$ cat src/rtl/flash_cmd_ctrl.sv
module flash_cmd_ctrl #(
  parameter int ADDR_W = 8,
  parameter int OFF_W = 4,
  parameter logic [7:0] MFR_CODE = 8'h5A,
  parameter logic [7:0] DEV_CODE = 8'hC3,
  parameter logic [7:0] CMD_ARRAY = 8'hFF,
  parameter logic [7:0] CMD_IDENT = 8'h90,
  parameter logic [7:0] CMD_STATUS = 8'h70,
  parameter logic [7:0] CMD_CLEAR = 8'h50,
  parameter logic [7:0] CMD_XSTAT = 8'hE8
) (
  input  logic              clk,
  input  logic              rst_n,
  input  logic              pd_n,
  input  logic              cmd_we,
  input  logic [7:0]        cmd,
  input  logic              ce_n,
  input  logic              oe_n,
  input  logic [ADDR_W-1:0] addr,
  input  logic [7:0]        arr_data,
  input  logic              blk_lock,
  input  logic              blk_efail,
  input  logic              wsm_busy,
  input  logic              wsm_susp,
  input  logic [3:0]        err_set,
  input  logic [7:0]        xsr_in,
  output logic [7:0]        dout
);
  localparam logic [OFF_W-1:0] BLK_STAT_OFF = OFF_W'(4);

  typedef enum logic [1:0] {M_ARR, M_ID, M_SR, M_XSR} mode_t;

  mode_t      mode, mode_nxt;
  logic [3:0] sticky;
  logic [7:0] sr_lat, xsr_lat, sr_live, id_val;
  logic       strb, strb_q;

  wire locked_out = wsm_busy && !wsm_susp;
  wire clr_ok     = cmd_we && (cmd == CMD_CLEAR) && !wsm_busy && !wsm_susp;
  wire rd         = pd_n && !ce_n && !oe_n;

  assign strb    = !ce_n || !oe_n;
  assign sr_live = {~wsm_busy, wsm_susp, sticky[3], sticky[2], sticky[1], 1'b0, sticky[0], 1'b0};

  always_comb begin
    mode_nxt = mode;
    if (cmd_we) begin
      case (cmd)
        CMD_ARRAY:  if (!locked_out) mode_nxt = M_ARR;
        CMD_IDENT:  mode_nxt = M_ID;
        CMD_STATUS: mode_nxt = M_SR;
        CMD_XSTAT:  mode_nxt = M_XSR;
        default:    mode_nxt = mode;
      endcase
    end
    if (locked_out && mode_nxt == M_ARR) mode_nxt = M_SR;
    if (!pd_n) mode_nxt = M_ARR;
  end

  always_ff @(posedge clk) begin
    if (!rst_n) begin
      mode    <= M_ARR;
      sticky  <= '0;
      sr_lat  <= '0;
      xsr_lat <= '0;
      strb_q  <= 1'b0;
    end else begin
      mode   <= mode_nxt;
      sticky <= (clr_ok ? 4'b0 : sticky) | err_set;
      strb_q <= strb;
      if (strb && !strb_q) sr_lat <= sr_live;
      if (cmd_we && cmd == CMD_XSTAT) xsr_lat <= xsr_in;
    end
  end

  always_comb begin
    if (addr == '0)                         id_val = MFR_CODE;
    else if (addr == ADDR_W'(1))            id_val = DEV_CODE;
    else if (addr[OFF_W-1:0] == BLK_STAT_OFF) id_val = {6'b0, blk_efail, blk_lock};
    else                                    id_val = 8'h00;
  end

  always_comb begin
    dout = 8'h00;
    if (rd) begin
      case (mode)
        M_ARR:   dout = arr_data;
        M_ID:    dout = id_val;
        M_SR:    dout = sr_lat;
        default: dout = xsr_lat;
      endcase
    end
  end

  a_r1_pd_array: assert property (@(posedge clk) disable iff (!rst_n)
    !pd_n |=> mode == M_ARR);

  a_r3_unknown_keeps: assert property (@(posedge clk) disable iff (!rst_n)
    (pd_n && !locked_out && cmd_we && cmd != CMD_ARRAY && cmd != CMD_IDENT &&
     cmd != CMD_STATUS && cmd != CMD_XSTAT) |=> $stable(mode));

  a_r4_busy_no_array: assert property (@(posedge clk) disable iff (!rst_n)
    (pd_n && wsm_busy && !wsm_susp) |=> mode != M_ARR);

  a_r7_sticky_hold: assert property (@(posedge clk) disable iff (!rst_n)
    !clr_ok |=> (sticky & $past(sticky)) == $past(sticky));

  a_r8_clear_blocked: assert property (@(posedge clk) disable iff (!rst_n)
    (cmd_we && cmd == CMD_CLEAR && (wsm_busy || wsm_susp)) |=> (sticky & $past(sticky)) == $past(sticky));

  a_r9_latch_hold: assert property (@(posedge clk) disable iff (!rst_n)
    (strb_q && strb) |=> $stable(sr_lat));

  a_r10_xsr_hold: assert property (@(posedge clk) disable iff (!rst_n)
    !(cmd_we && cmd == CMD_XSTAT) |=> $stable(xsr_lat));
endmodule

$ cat config.mk
export PLATFORM = sky130hd
export DESIGN_NAME = flash_cmd_ctrl
export DESIGN_NICKNAME = d
export VERILOG_FILES = /design/src/rtl/flash_cmd_ctrl.sv
export SDC_FILE = /design/constraint.sdc
export NUM_CORES = 1
export LEC_CHECK = 0
export CAP_MARGIN = 20
export CELL_PAD_IN_SITES_DETAIL_PLACEMENT = 1
export CELL_PAD_IN_SITES_GLOBAL_PLACEMENT = 2
export CORE_MARGIN = 8
export CORE_UTILIZATION = 20
export DETAILED_ROUTE_END_ITERATION = 16
export GPL_TIMING_DRIVEN = 0
export PLACE_DENSITY_LB_ADDON = 0.1
export SETUP_SLACK_MARGIN = 0.05
export SYNTH_ARGS = -nofsm -noshare
export SYNTH_HDL_FRONTEND = slang
export SYNTH_SLANG_ARGS = --single-unit
$ cat constraint.sdc
create_clock -name clk -period 1.3 [get_ports clk]
set_input_delay 0.13 -clock clk [delete_from_list [all_inputs] [get_ports clk]]
set_output_delay 0.13 -clock clk [all_outputs]
set_load 0.02 [all_outputs]
==> impl_metrics.json <==
{
  "run_status": "complete, but fails checks",
  "violations": "setup timing",
  "post-route-period-util_pct": 148,
  "p_sw_uw": 384,
  "io_pins": 54,
  "wirelength_um": 4710,
  "initial_utilization_pct": 20.9,
  "detailedRoute.firstPassIterationCount": 4,
  "final_net_count": 250,
  "synth_seq_area_share_pct": 36.2,
  "power.combinational.fraction_pct": 24.5,
  "internal_power_uw": 1090,
  "vdd_ir_drop_max_uv": 427,
  "skew_ns": 0.00357,
  "synth_enable_flop_cells": 0,
  "mappedNetlistArea_sq_um": 1160,
  "dr_total_vias": 1265,
  "number_of_buffers_inserted_by_port_buffering": 52,
  "post_synth_fa_ha_maj_area_fraction_pct": 0,
  "die_w_um": 92.2,
  "clock_tree.buffer_depth": 2,
  "numPlacedInstances": 254,
  "worst_min_delay_path_category": "in -> reg",
  "pre_cts_slack_ns": -1.29,
  "max_cap_viol": 0,
  "setup.worst_path.start_class": "flip-flop",
  "worst_slew_margin_rel_pct": 71.0,
  "worstPathMaxFanout": 2,
  "post_synth_and_or_nand_nor_area_fraction_pct": 26.1,
  "worst_setup_hold_path_clk_slew_ns": 0.07,
  "synth.lib_cells_used.distinct": 33,
  "synth.area.mux_share_pct": 17.4,
  "globalRouteTotalUtil_pct": 11.0,
  "gp_congestion": 0.733,
  "chipHeight_um": 92.2,
  "route.detailed.drc": 0,
  "cts_tree": "done",
  "ys.flop_type": "sky130_fd_sc_hd__dfxtp_1",
  "synth_area_per_cell_sq_um": 8.92,
  "cp.required_ns": 1.17,
  "grt_start_max_net_pins": 12,
  "cp-end-kind": "primary output",
  "postSynthCellCount": 130,
  "hpwlAfterDp_um": 3470,
  "grt_pass1_vias": 1430,
  "die-area_sq_um": 8490,
  "yosysWarningCount": 0,
  "synth-async-reset-ratio_pct": 0,
  "top_library_cells_by_usage_in_the_layout_fill_and_taps_aside": "sky130_fd_sc_hd__clkdlybuf4s50_1 (29), sky130_fd_sc_hd__nor2b_1 (19), sky130_fd_sc_hd__dfxtp_1 (19), sky130_fd_sc_hd__mux2i_1 (18), sky130_fd_sc_hd__buf_4 (14)",
  "power_density_nw_per_um2": 660,
  "gr-total-overflow": 0,
  "core-area_sq_um": 5540,
  "share_of_final_layout_standard_cells_stronger_than_drive_strength_1_pct": 34.0,
  "post_layout_nonfiller_instances": 275,
  "finalMaxSlewViolations": 0,
  "htree_levels": 1,
  "num_rows": 27,
  "multi_input_area_sq_um": 921,
  "layout.filler_cells": 622,
  "area_growth_pct": 92.4,
  "clock.fmax_ghz": 0.521,
  "synth_top_family_by_area": "simple AND/OR/NAND/NOR gates",
  "finalCriticalPeriod_ns": 1.92,
  "via_per_inst": 4.60,
  "antenna_violating_nets_post_route": 0,
  "drt_first_iter_violations": 10,
  "p_leak_uw": 0.000918,
  "clock_tree.root_cell": "sky130_fd_sc_hd__clkbuf_8",
  "most_common_library_cell_in_the_layout_ignoring_fill_and_taps": "sky130_fd_sc_hd__clkdlybuf4s50_1",
  "switching_share_pct": 26.1,
  "unrepaired_setup_endpoints_after_global_routing": "yes",
  "power.clock.fraction_pct": 29.2,
  "tritoncts_num_sinks": 21,
  "grt_antenna_before_repair": 0,
  "routed_wire_length_per_instance_um": 17.1,
  "p_seq_share_pct": 46.3,
  "syn_nets": 176,
  "numCtsBuffers": 3,
  "finalWorstSetupSlack_ns": -0.618,
  "insertedDiodeCount": 0,
  "xor_xnor_fraction_of_synth_area_pct": 0,
  "final-hold-violation-count": 0,
  "worst-slew-pin-transition_ns": 0.435,
  "data_arrival_time_of_the_worst_path_ns": 1.79,
  "report.final.setup_viol": 10,
  "ys_ff_latch": 21,
  "compound_gate_fraction_of_synth_area_pct": 17.4,
  "grt_first_pass_wirelength_um": 7540,
  "clk-insertion-delay-late_ns": 0.26,
  "sequential_cell_area_sq_um": 428,
  "crit_type": "reg -> out"
}
## kinds of logic (layout without fill, tap and decap cells)
logic type	count (synthesis)	count (layout)
buffers and inverters	9	82
AOI/OAI and AO/OA	28	28
muxes	20	20
and+or+nand+nor	52	52
DFF	21	21
## worst max-delay path, stage by stage (launching register included)
cell,delay (ns)
sky130_fd_sc_hd__dfxtp_4,0.36
sky130_fd_sc_hd__inv_4,0.04
sky130_fd_sc_hd__or3_4,0.35
sky130_fd_sc_hd__nor3_4,0.27
sky130_fd_sc_hd__a21oi_4,0.11
sky130_fd_sc_hd__a221oi_4,0.24
sky130_fd_sc_hd__buf_6,0.16
## power by group through the flow
stage / registers, uW / clock network [uW] / logic [uW]
global placement: 698 / 0 / 324
detailed placement: 699 / 0 / 330
floorplan: 693 / 0 / 132
CTS: 682 / 448 / 356
finish: 682 / 430 / 361
global route: 686 / 481 / 388
## stage by stage
step / total power, uW / cell area [sq um] / TNS, ns / utilization (%) / hold slack [ns]
floorplan: 825 / 1270 / -1.26 / - / 0.236
global placement: 1020 / 1880 / -17.81 / 33.9 / 0.483
detailed placement: 1030 / 1880 / -18.97 / 33.9 / 0.494
CTS: 1490 / 2140 / -4.22 / 38.7 / 0.282
global route: 1560 / 2230 / -5.18 / 40.3 / 0.286
finish: 1470 / 2230 / -4.40 / 40.3 / 0.297
## synthesized netlist by cell type (all sizes together), types with 2 or more instances
master	instances	area [sq um]
a211oi	3	22.5
a21oi	9	45.0
a221oi	3	26.3
a22oi	2	15.0
a31oi	2	12.5
clkbuf	3	11.3
dfxtp	21	420
inv	5	18.8
mux2i	19	190
nand2	9	33.8
nand3	6	30.0
nor2	5	18.8
nor2b	20	125
nor3	3	20.0
o211a	2	20.0
or3	2	12.5
## repair_timing
item                                    in CTS  in global routing
endpoints found under the setup margin      28                 20
hold buffers                                 0                  0
resized for setup                          105                 11
setup buffers                               12                  4
gates cloned                                 0                  1
pin swaps                                   15                 15
## final cells by class
class | instances | share of cell area, %
Sequential cell | 21 | 19.2
Buffer | 4 | 2.35
Timing Repair Buffer | 69 | 30.2
Clock buffer | 4 | 2.02
Inverter | 5 | 0.953
Multi-Input combinational cell | 100 | 41.3
Tap cell | 72 | 4.04
## per-layer routing
layer / part of all wire (%) / vias up / global-route usage (%)
met3: 5.1 / 5 / 2.61
met4: 0.98 / 0 / 3.22
met1: 42 / 601 / 12.4
met2: 52 / 34 / 20.1
li1: - / 625 / -
met5: 0 / - / 0
## path summary, 6_finish.rpt
kind / slack [ns] / from / cells past startpoint / end
max: -0.62 / mode[0] / 6 / dout[4]
min: 0.30 / rst_n / 2 / sr_lat[7]
min reg2reg: 0.51 / sr_lat[7] / 1 / sr_lat[7]
max reg2reg: -0.12 / mode[0] / 6 / mode[1]
## sequential cells by signal, indices dropped and copies added, names as in the netlist
register and flops:
xsr_lat 8, sr_lat 6, sticky 4, mode 2
strb_q 1
Note: power is estimated with default switching activity, not from simulation.
